### src/rtl/burst_seq_pkg.sv
package burst_seq_pkg;
  parameter int BURST_BITS = 2;
  localparam int BEATS = 1 << BURST_BITS;
  typedef logic [BURST_BITS-1:0] beat_t;
endpackage

### src/rtl/bseq_ctl.sv
module bseq_ctl (
  input  logic clk,
  input  logic rst_n,
  input  logic cpu_start_n,
  input  logic ctl_start_n,
  input  logic chip_en_n,
  input  logic adv_n,
  output logic load_now,
  output logic step_now,
  output logic loaded_q,
  output logic advanced_q
);
  logic cpu_take;
  logic hold_q;

  assign cpu_take = !cpu_start_n && !chip_en_n;
  assign load_now = cpu_take || !ctl_start_n;
  assign step_now = !load_now && !adv_n && !hold_q;

  always_ff @(posedge clk) begin
    if (!rst_n) begin
      hold_q     <= 1'b0;
      loaded_q   <= 1'b0;
      advanced_q <= 1'b0;
    end else begin
      hold_q     <= cpu_take;
      loaded_q   <= load_now;
      advanced_q <= step_now;
    end
  end

  // no advance on the edge following a processor-strobe load
  p_cpu_hold_r7: assert property (@(posedge clk) disable iff (!rst_n)
    (hold_q && ctl_start_n && !(cpu_take)) |=> !advanced_q);
  // gated processor strobe alone never loads
  p_cpu_gated_r5: assert property (@(posedge clk) disable iff (!rst_n)
    (chip_en_n && ctl_start_n) |=> !loaded_q);
  // flags mutually exclusive
  p_flags_excl_r10: assert property (@(posedge clk) disable iff (!rst_n)
    $onehot0({loaded_q, advanced_q}));
endmodule

### src/rtl/bseq_count.sv
module bseq_count
  import burst_seq_pkg::*;
(
  input  logic  clk,
  input  logic  rst_n,
  input  logic  load_now,
  input  logic  step_now,
  output beat_t count_q
);
  always_ff @(posedge clk) begin
    if (!rst_n)        count_q <= '0;
    else if (load_now) count_q <= '0;
    else if (step_now) count_q <= count_q + 1'b1;
  end
endmodule

### src/rtl/bseq_order.sv
module bseq_order
  import burst_seq_pkg::*;
(
  input  beat_t start_bits,
  input  beat_t count,
  input  logic  interleave,
  output beat_t offset
);
  beat_t lin_off;
  beat_t il_off;

  assign lin_off = start_bits + count;

  for (genvar b = 0; b < BURST_BITS; b++) begin : g_xor
    assign il_off[b] = start_bits[b] ^ count[b];
  end

  assign offset = interleave ? il_off : lin_off;
endmodule

### src/rtl/burst_addr_seq.sv
module burst_addr_seq
  import burst_seq_pkg::*;
#(
  parameter int ADDR_W = 20
) (
  input  logic              clk,
  input  logic              rst_n,
  input  logic [ADDR_W-1:0] ext_addr,
  input  logic              cpu_start_n,
  input  logic              ctl_start_n,
  input  logic              chip_en_n,
  input  logic              adv_n,
  input  logic              order_il,
  output logic [ADDR_W-1:0] cur_addr,
  output logic              loaded,
  output logic              advanced
);
  localparam int HI_W = ADDR_W - BURST_BITS;

  logic              load_now;
  logic              step_now;
  logic [ADDR_W-1:0] base_q;
  beat_t             count_q;
  beat_t             offset;

  bseq_ctl u_ctl (
    .clk(clk), .rst_n(rst_n), .cpu_start_n(cpu_start_n),
    .ctl_start_n(ctl_start_n), .chip_en_n(chip_en_n), .adv_n(adv_n),
    .load_now(load_now), .step_now(step_now),
    .loaded_q(loaded), .advanced_q(advanced)
  );

  always_ff @(posedge clk) begin
    if (!rst_n)        base_q <= '0;
    else if (load_now) base_q <= ext_addr;
  end

  bseq_count u_count (
    .clk(clk), .rst_n(rst_n), .load_now(load_now),
    .step_now(step_now), .count_q(count_q)
  );

  bseq_order u_order (
    .start_bits(base_q[BURST_BITS-1:0]), .count(count_q),
    .interleave(order_il), .offset(offset)
  );

  assign cur_addr = {base_q[ADDR_W-1:BURST_BITS], offset};

  // a load presents the captured address unchanged
  p_load_addr_r4: assert property (@(posedge clk) disable iff (!rst_n)
    loaded |-> cur_addr == $past(ext_addr));
  // upper bits stay put without a load
  p_upper_hold_r3: assert property (@(posedge clk) disable iff (!rst_n)
    !loaded |-> $stable(cur_addr[ADDR_W-1:BURST_BITS]));
  // wait state keeps the address
  p_wait_hold_r6: assert property (@(posedge clk) disable iff (!rst_n)
    (!loaded && !advanced && $stable(order_il)) |-> $stable(cur_addr));
  // linear advance steps the low bits by one
  p_lin_step_r1: assert property (@(posedge clk) disable iff (!rst_n)
    (advanced && !order_il && $stable(order_il)) |->
      cur_addr[BURST_BITS-1:0] == beat_t'($past(cur_addr[BURST_BITS-1:0]) + 1'b1));

  initial begin
    assert (HI_W >= 1);
  end
endmodule

### config.mk
export PLATFORM = sky130hd
export DESIGN_NAME = burst_addr_seq
export DESIGN_NICKNAME = d
export VERILOG_FILES = /design/src/rtl/burst_seq_pkg.sv /design/src/rtl/bseq_ctl.sv /design/src/rtl/bseq_count.sv /design/src/rtl/bseq_order.sv /design/src/rtl/burst_addr_seq.sv
export SDC_FILE = /design/constraint.sdc
export NUM_CORES = 1
export LEC_CHECK = 0
export ABC_AREA = 1
export BUFFER_PORTS_ARGS = -buffer_cell sky130_fd_sc_hd__clkbuf_2
export CAP_MARGIN = 5
export CORE_MARGIN = 2
export CORE_UTILIZATION = 41
export CTS_BUF_LIST = sky130_fd_sc_hd__clkbuf_8 sky130_fd_sc_hd__clkbuf_16
export CTS_CLUSTER_SIZE = 8
export DETAILED_ROUTE_END_ITERATION = 7
export HOLD_SLACK_MARGIN = 0.15
export PLACE_DENSITY = 0.81
export SLEW_MARGIN = 20
export SYNTH_ARGS = -nofsm -noshare
export SYNTH_HDL_FRONTEND = slang
export SYNTH_SLANG_ARGS = --single-unit
### constraint.sdc
create_clock -name clk -period 1 [get_ports clk]
set_input_delay 0.2 -clock clk [delete_from_list [all_inputs] [get_ports clk]]
set_output_delay 0.2 -clock clk [all_outputs]
set_load 0.05 [all_outputs]
==> metrics.txt, run 1 <==
outcome=finished, violations left; failing checks=setup timing; Via Count=973; worst skew pair latency=0.26 ns; initial detailed-routing violation count=39; average detailed-routed wire length per instance=between 10 and 15 um; Lkg Pwr=0.912 nW; Longest Clk Path Bufs=2; CTS tree=built; wire length of the first global-routing pass=4240 um; I/O pin total=about 50; crit path DAT=approximately 1.3 ns; number of antenna violations at the first check in global routing=0; number of warnings printed during yosys synthesis=0; vias in the first global route=992; total length of routed wires=2550 um; number of buffers and inverters on the critical path=3; height of the die=55.3 um; actual transition at the worst max-transition pin=between 0.3 and 0.4 ns; final estimated routing congestion in global placement=0.708; switching power share of the total=0.300; Crit. End Element=output pin; highest achievable clock rate=0.689 GHz; number of max-slew violations in the final report=0; post-detailed-route via-to-cell ratio=4.21; class of the most critical hold timing path=input pin to flip-flop; Power Dens Cells=1320 nW/um2; Crit-path slowest cell=sky130_fd_sc_hd__dfxtp_2; Clock Tree Root=sky130_fd_sc_hd__clkbuf_8; Area contributors post-synth=sky130_fd_sc_hd__dfxtp_1 (46%), sky130_fd_sc_hd__nand2_1 (22%), sky130_fd_sc_hd__buf_4 (13%); Core Area=2480 um2; commonest non-fill, non-tap cell in the layout=sky130_fd_sc_hd__nand2_1; Finished Core Util=0.727; Cell Int Power=1.67 mW; P_sw=0.716 mW; GR Overflow Total=0; highest-count cells in the layout ignoring fill and taps=sky130_fd_sc_hd__nand2_1 (62), sky130_fd_sc_hd__clkbuf_2 (26), sky130_fd_sc_hd__dfxtp_2 (22); initial core utilization=0.435; area share of the leading cell type in the synthesized netlist=0.465; dominant cell type by area after synthesis=sky130_fd_sc_hd__dfxtp_1; final setup vio count=4; Worst R2R Start=u_count.count_q[0]; required time of the critical path=0.80 ns; synthesized flop and latch total=25; final worst path period share=1.45; CTS H-tree lvls=1; Post-Syn Instances=142; floorplan die area=3050 um2; Cell Area, Synth=1080 um2; Inserted Clock Buffers=3; clock-pin slew on the worst setup and hold paths=0.08 ns; synth unique cells=15; launching element of the worst setup path=base_q[0]; cell repeated most along the worst path=sky130_fd_sc_hd__inv_2; average instance area after synthesis=7.59 um2; proportion of power drawn by flip-flops and latches=0.470; kind of launch point of the worst setup path=flip-flop; maximum vdd ir drop=between 0.001 and 0.0015 V; worst-path cell chain=ha_4, inv_2, nor2_2, xor2_1, inv_2, buf_8; largest stage delay on the critical path=0.36 ns; part of the total power dissipated in combinational logic=0.279; final-layout worst hold slack=0.222 ns; RSZ-0062 raised after global routing=true; total of max-cap violations=0; largest net degree at the start of global routing=22; x dimension of the die=55.3 um; Post-DP HPWL=1480 um; Area growth, synth to finish=67.1%; Fillers=201; CP delay by family, top=flip-flops; worst hold start=rst_n; number of buffer cells added on primary ports=48; Final min period=1.45 ns; clock network fraction of design power=0.251; TritonCTS Sinks=25; maximum net fanout on the critical path=2; critical path type=flip-flop to output pin; fraction of the yosys area taken by sequential cells=0.465; standard-cell row count=18; hold violation total from the final report=0; worst rel slew slack=0.761; final antenna-violating net count=0; final worst slack=-0.451 ns; total nets after synthesis=170; fraction of final layout cells with drive strength greater than 1=0.463; final clock skew=0.000516 ns; nets@finish=230; DR pass1 iterations=4; antenna diode count=0; total power=about 2.4 mW; DRC violations left=0; Total Routing Usage GR=0.174
worst paths after layout:
check	end	slack, ns	depth (start not counted)
setup / recovery	cur_addr[1]	-0.45	6
hold / removal	u_ctl.advanced_q	0.22	3
setup reg to reg	u_count.count_q[0]	-0.04	7
hold reg to reg	base_q[7]	0.47	2
worst min-delay path: stages:
cell and delay (ns):
sky130_fd_sc_hd__clkbuf_2 0.09, sky130_fd_sc_hd__inv_1 0.07, sky130_fd_sc_hd__nor2_1 0.10
synthesized netlist by cell type (all sizes together):
master	count
inv	12
xor2	1
nand4	1
nand3	2
buf	22
nor2	11
dfxtp	25
o21ai	1
nand2	65
xnor2	1
ha	1
state kept, by name, indices dropped and copies added (netlist names):
register / cells
u_ctl.hold_q: 1
u_ctl.advanced_q: 1
u_ctl.loaded_q: 1
base_q: 20
u_count.count_q: 2
timing repair:
item	4_1_cts	5_1_grt
pin swaps	0	5
hold endpoints to repair	20	0
hold buffers	20	0
gates cloned	0	0
setup buffers	1	4
resized for setup	68	25
endpoints found under the setup margin	22	24
area by class of cell:
class | count | area, um2 | area share
timing repair buffer | 77 | 774 | 0.430
sequential | 25 | 528 | 0.293
clock inverter | 1 | 7.51 | 0.00417
inverter | 12 | 45.0 | 0.0250
clock buffer | 3 | 41.3 | 0.0229
multi-input combinational | 83 | 367 | 0.204
tap | 30 | 37.5 | 0.0208
metal layers:
layer / vias to the layer above / track usage / share of wire
li1: 518 / - / -
met1: 429 / 0.178 / 0.37
met2: 24 / 0.345 / 0.58
met3: 2 / 0.0515 / 0.045
met4: 0 / 0.0314 / 0.0039
met5: - / 0 / 0
cells by family (layout without fill, tap and decap cells):
logic type / Yosys count / count (layout) / share of synthesized area
XOR/XNOR: 2 / 2 / 0.0163
buffers and inverters: 34 / 93 / 0.209
adder cells (fa/ha/maj): 1 / 1 / 0.0116
AND/OR/NAND/NOR: 79 / 79 / 0.294
flip-flops: 25 / 25 / 0.465
AO/OA/AOI/OAI: 1 / 1 / 0.00464
power groups by stage:
| stage | Combinational [mW] | Sequential (mW) | Clock [mW] |
|---|---|---|---|
| 6_report | 0.666 | 1.12 | 0.598 |
| 5_1_grt | 0.705 | 1.13 | 0.669 |
| 4_1_cts | 0.623 | 1.11 | 0.623 |
| 3_5_place_dp | 0.448 | 1.11 | 0 |
| 3_3_place_gp | 0.442 | 1.11 | 0 |
| 2_1_floorplan | 0.383 | 1.12 | 0 |
through the flow:
step / std cells / TNS [ns] / area, um2 / setup WS [ns]
after floorplan: 142 / -0.0975 / 1080 / -0.0975
after global placement: 202 / -0.874 / 1220 / -0.231
after detailed placement: 202 / -1.21 / 1220 / -0.296
after CTS: 227 / -0.727 / 1740 / -0.492
after global routing: 231 / -1.05 / 1800 / -0.524
final: 231 / -0.754 / 1800 / -0.451
Note: power is estimated with default switching activity, not from simulation.
==> inputs of run 2 (changes only) <==
--- a/config.mk
+++ b/config.mk
@@ -7,14 +7,13 @@
 export LEC_CHECK = 0
 export ABC_AREA = 1
 export BUFFER_PORTS_ARGS = -buffer_cell sky130_fd_sc_hd__clkbuf_2
-export CAP_MARGIN = 5
 export CORE_MARGIN = 2
-export CORE_UTILIZATION = 41
-export CTS_BUF_LIST = sky130_fd_sc_hd__clkbuf_8 sky130_fd_sc_hd__clkbuf_16
+export CORE_UTILIZATION = 43
+export CTS_BUF_LIST = sky130_fd_sc_hd__clkbuf_4 sky130_fd_sc_hd__clkbuf_8
 export CTS_CLUSTER_SIZE = 8
 export DETAILED_ROUTE_END_ITERATION = 7
 export HOLD_SLACK_MARGIN = 0.15
-export PLACE_DENSITY = 0.81
+export PLACE_DENSITY = 0.84
 export SLEW_MARGIN = 20
 export SYNTH_ARGS = -nofsm -noshare
 export SYNTH_HDL_FRONTEND = slang
==> metrics.txt, run 2 (synthesis gave the netlist of run 1 again) <==
Worst R2R Start=u_count.count_q[0]; number of buffers and inverters on the critical path=3; Post-DP HPWL=1460 um; outcome=finished, violations left; TritonCTS Sinks=25; clock-pin slew on the worst setup and hold paths=around 0.13 ns; Total Routing Usage GR=0.214; maximum vdd ir drop=around 0.00090 V; total of max-cap violations=0; Final min period=around 1.6 ns; standard-cell row count=18; height of the die=54.1 um; initial core utilization=0.443; register containing the most flip-flops in the final layout=base_q; Longest Clk Path Bufs=2; maximum net fanout on the critical path=2; cell repeated most along the worst path=sky130_fd_sc_hd__inv_2; largest net degree at the start of global routing=22; Area growth, synth to finish=63.4%; launching element of the worst setup path=base_q[0]; registers with the highest flip-flop counts=base_q: 20 flops, u_count.count_q: 2 flops; worst rel slew slack=0.765; Via Count=1051; number of antenna violations at the first check in global routing=0; total power=2.27 mW; crit path DAT=1.36 ns; Power Dens Cells=1290 nW/um2; final estimated routing congestion in global placement=0.776; Inserted Clock Buffers=3; required time of the critical path=0.80 ns; depth of the worst register-to-register path=5; actual transition at the worst max-transition pin=0.352 ns; worst skew pair latency=0.31 ns; worst hold start=rst_n; final setup vio count=22; x dimension of the die=around 54 um; critical path type=flip-flop to output pin; highest-count cells in the layout ignoring fill and taps=sky130_fd_sc_hd__nand2_1 (62), sky130_fd_sc_hd__clkbuf_2 (26), sky130_fd_sc_hd__dfxtp_2 (22); Reg2Reg Setup Slack=0.07 ns; Crit. End Element=output pin; commonest non-fill, non-tap cell in the layout=sky130_fd_sc_hd__nand2_1; failing checks=setup timing; GR Overflow Total=0; Core Area=approximately 2400 um2; worst-path cell chain=ha_4, inv_2, nor2_2, xor2_1, inv_2, buf_8; final clock skew=0.000677 ns; final worst path period share=1.56; largest stage delay on the critical path=0.38 ns; Lkg Pwr=0.899 nW; I/O pin total=49; hold violation total from the final report=0; CP delay by family, top=flip-flops; non-filler instance count after layout=230; nets@finish=229; total length of routed wires=3060 um; CTS tree=built; floorplan die area=2920 um2; vias in the first global route=1076; max FFs per register=20; final worst slack=-0.564 ns; wire length of the first global-routing pass=4320 um; worst hold stages=3; fraction of final layout cells with drive strength greater than 1=0.460; DRC violations left=0; antenna diode count=0; DR pass1 iterations=4; highest achievable clock rate=0.639 GHz; reg-to-reg critical path endpoint=u_count.count_q[0]; number of max-slew violations in the final report=0; Clock Tree Root=sky130_fd_sc_hd__clkbuf_4; CTS H-tree lvls=1; class of the most critical hold timing path=input pin to flip-flop; initial detailed-routing violation count=6; final antenna-violating net count=0; Crit-path slowest cell=sky130_fd_sc_hd__dfxtp_2; number of buffer cells added on primary ports=48; post-detailed-route via-to-cell ratio=4.57; endpoint of the worst hold path=u_ctl.advanced_q; post-placement cell count=slightly above 200; RSZ-0062 raised after global routing=true; Finished Core Util=0.724; kind of launch point of the worst setup path=flip-flop; average detailed-routed wire length per instance=between 10 and 15 um; final-layout worst hold slack=0.173 ns
==> run 2: cell count changes in the layout (fill, tap and decap cells not counted), sizes merged <==
cell,before,now
clkinvlp,1,0
==> run 2: tightest hold or removal path: cells and delay by family <==
kind | cells | cell delay [ns]
AND/OR/NAND/NOR | 1 | 0.10
buffers and inverters | 2 | 0.16
==> run 2: how the worst max path moves through the flow <==
stage	endpoint	slack [ns]	cells after the start
2_1_floorplan	cur_addr[1]	-0.1	5
3_3_place_gp	cur_addr[1]	-0.24	6
3_5_place_dp	cur_addr[1]	-0.27	6
4_1_cts	cur_addr[1]	-0.54	6
5_1_grt	cur_addr[1]	-0.61	6
6_report	cur_addr[1]	-0.56	6
==> run 2: power breakdown <==
group / leakage (nW) / total [mW] / internal, mW / switching [mW]
registers: 0.214 / 1.13 / 1.07 / 0.0569
clock network: 0.0184 / 0.466 / 0.183 / 0.283
logic: 0.667 / 0.675 / 0.313 / 0.362
total: 0.899 / 2.27 / 1.56 / 0.703
==> run 2: routing by layer <==
layer | wire length (um) | share of wire | vias to the layer above | track usage
met1 | 1090 | 0.35 | 487 | 0.178
met3 | 132 | 0.043 | 10 | 0.0333
met4 | 92 | 0.030 | 0 | 0.117
met5 | 0 | 0 | - | 0
li1 | - | - | 519 | -
met2 | 1750 | 0.57 | 35 | 0.457
==> run 2: area by class of cell <==
class | instances | area [um2]
Timing Repair Buffer | 76 | 753
Inverter | 12 | 45.0
Multi-Input combinational cell | 83 | 367
Sequential cell | 25 | 528
Fill cell | 157 | 672
Clock buffer | 4 | 30.0
Tap cell | 30 | 37.5
==> run 2: through the flow <==
stage | instance area, um2 | setup slack [ns] | TNS (ns)
4_1_cts | 1720 | -0.543 | -1.71
5_1_grt | 1760 | -0.607 | -2.04
6_report | 1760 | -0.564 | -1.44
3_3_place_gp | 1230 | -0.240 | -0.825
3_5_place_dp | 1230 | -0.266 | -1.01
2_1_floorplan | 1080 | -0.0975 | -0.0975
==> run 2: timing repair <==
action                                  in CTS  in global routing
endpoints found under the setup margin      22                 22
hold buffers                                20                  0
resized for setup                           69                 22
endpoints found under the hold margin       20                  0
buffers inserted                             1                  2
==> inputs of run 3 (changes only) <==
--- a/config.mk
+++ b/config.mk
@@ -14,6 +14,7 @@
 export DETAILED_ROUTE_END_ITERATION = 7
 export HOLD_SLACK_MARGIN = 0.15
 export PLACE_DENSITY = 0.84
+export SETUP_SLACK_MARGIN = 0.4
 export SLEW_MARGIN = 20
 export SYNTH_ARGS = -nofsm -noshare
 export SYNTH_HDL_FRONTEND = slang
==> metrics.txt, run 3 (synthesis gave the netlist of run 1 again) <==
Final min period=between 1.5 and 2 ns; Inserted Clock Buffers=3; antenna diode count=0; class of the most critical hold timing path=input pin to flip-flop; storage element area=542 um2; crit path DAT=1.37 ns; Lkg Pwr=1.07 nW; TritonCTS Sinks=25; maximum net fanout on the critical path=2; x dimension of the die=54.1 um; hold violation total from the final report=0; total of max-cap violations=0; fraction of final layout cells with drive strength greater than 1=0.747; non-filler instance count after layout=228; largest net degree at the start of global routing=14; Total Routing Usage GR=0.201; number of max-slew violations in the final report=0; final antenna-violating net count=0; Via Count=~1000; DR pass1 iterations=4; Post-DP HPWL=1440 um; worst skew pair latency=0.32 ns; failing checks=setup timing; commonest non-fill, non-tap cell in the layout=sky130_fd_sc_hd__nand2_1; final clock skew=approximately 0.017 ns; Reg2Reg Setup Slack=roughly 0.090 ns; met1 usage in global routing=0.198; average detailed-routed wire length per instance=13.5 um; critical path type=flip-flop to output pin; initial core utilization=0.443; outcome=finished, violations left; CTS H-tree lvls=1; area used by multi-input combinational logic=541 um2; number of antenna violations at the first check in global routing=0; actual transition at the worst max-transition pin=roughly 0.19 ns; maximum vdd ir drop=0.00149 V; I/O pin total=49; launching element of the worst setup path=base_q[0]; post-detailed-route via-to-cell ratio=between 4 and 5; kind of launch point of the worst setup path=flip-flop; highest achievable clock rate=0.639 GHz; max FFs per register=20; Power Dens Cells=1180 nW/um2; nets@finish=227; clock-pin slew on the worst setup and hold paths=0.14 ns; Post-DP Area=1300 um2; RSZ-0062 raised after global routing=true; Longest Clk Path Bufs=2; number of buffer cells added on primary ports=48; area of all placed cells without fillers=a little over 2000 um2; final worst path period share=1.57; Clock Tree Root=sky130_fd_sc_hd__clkbuf_4; global routing usage on met3=0.0667; met2 Track Usage GR=0.409; post-placement cell count=201; total length of routed wires=about 3000 um; worst rel slew slack=0.871; vias in the first global route=between 900 and 1000; busiest layer in global routing=met2; GR Overflow Total=0; register containing the most flip-flops in the final layout=base_q; Core Area=2430 um2; initial detailed-routing violation count=14; final setup vio count=22; registers with the highest flip-flop counts=base_q: 20 flops, u_count.count_q: 2 flops; standard-cell row count=18; final worst slack=-0.565 ns; DRC violations left=0; Worst R2R Start=u_count.count_q[0]; floorplan die area=2920 um2; Fillers=141; Crit. End Element=output pin; reg-to-reg critical path endpoint=u_count.count_q[0]; CTS tree=built; wire length of the first global-routing pass=4080 um; Area growth, synth to finish=90.9%; required time of the critical path=~0.8 ns; depth of the worst register-to-register path=5; highest-count cells in the layout ignoring fill and taps=sky130_fd_sc_hd__nand2_1 (34), sky130_fd_sc_hd__clkbuf_2 (23), sky130_fd_sc_hd__nand2_2 (20); final estimated routing congestion in global placement=0.755; height of the die=54.1 um; critical path endpoint=cur_addr[1]
[run 3: final cells by class]
| cell class | instances | share of cell area |
|---|---|---|
| timing repair inverter | 2 | 0.00730 |
| clock buffer | 4 | 0.0146 |
| multi-input combinational | 83 | 0.263 |
| timing repair buffer | 72 | 0.398 |
| sequential | 25 | 0.263 |
| inverter | 12 | 0.0359 |
| tap | 30 | 0.0182 |
[run 3: repair_timing]
item	4_1_cts	5_1_grt
endpoints found under the hold margin	20	20
pin swaps	25	13
cloned	4	0
buffers inserted	7	12
setup endpoints to repair	46	45
gates resized for setup	86	52
[run 3: where the power goes]
group	switching [mW]	internal [mW]
clock network	0.289	0.183
logic	0.426	0.395
registers	0.0638	1.06
[run 3: worst min-delay path by stage]
stage	depth (start not counted)	startpoint	to	slack [ns]
floorplan	2	ext_addr[11]	base_q[11]	0.30
global placement	3	ext_addr[11]	base_q[11]	0.39
CTS	3	ext_addr[1]	base_q[1]	0.07
finish	3	ext_addr[10]	base_q[10]	0.06
global route	3	ext_addr[3]	base_q[3]	0.05
detailed placement	3	ext_addr[11]	base_q[11]	0.39
[run 3: per-stage QoR]
stage	TNS, ns	hold WS [ns]	util	power [mW]	setup slack [ns]
after floorplan	-0.0782	0.299	-	1.57	-0.0782
after global routing	-2.64	0.0531	0.846	2.53	-0.635
after global placement	-2.40	0.385	0.533	1.58	-0.217
final	-1.63	0.0611	0.846	2.42	-0.565
after CTS	-1.90	0.0666	0.747	2.28	-0.539
after detailed placement	-2.87	0.395	0.533	1.58	-0.223
[run 3: critical path: stages, from the launching register on]
cell and delay [ns]:
sky130_fd_sc_hd__dfxtp_2 0.38, sky130_fd_sc_hd__ha_4 0.13, sky130_fd_sc_hd__inv_2 0.04, sky130_fd_sc_hd__nor2_4 0.12
sky130_fd_sc_hd__xor2_2 0.16, sky130_fd_sc_hd__inv_2 0.07, sky130_fd_sc_hd__buf_8 0.15
[run 3: metal layers]
layer / routed length (um) / vias up
li1: - / 514
met1: 1080 / 477
met5: 0 / -
met3: 178 / 0
met4: 0 / 0
met2: 1820 / 46
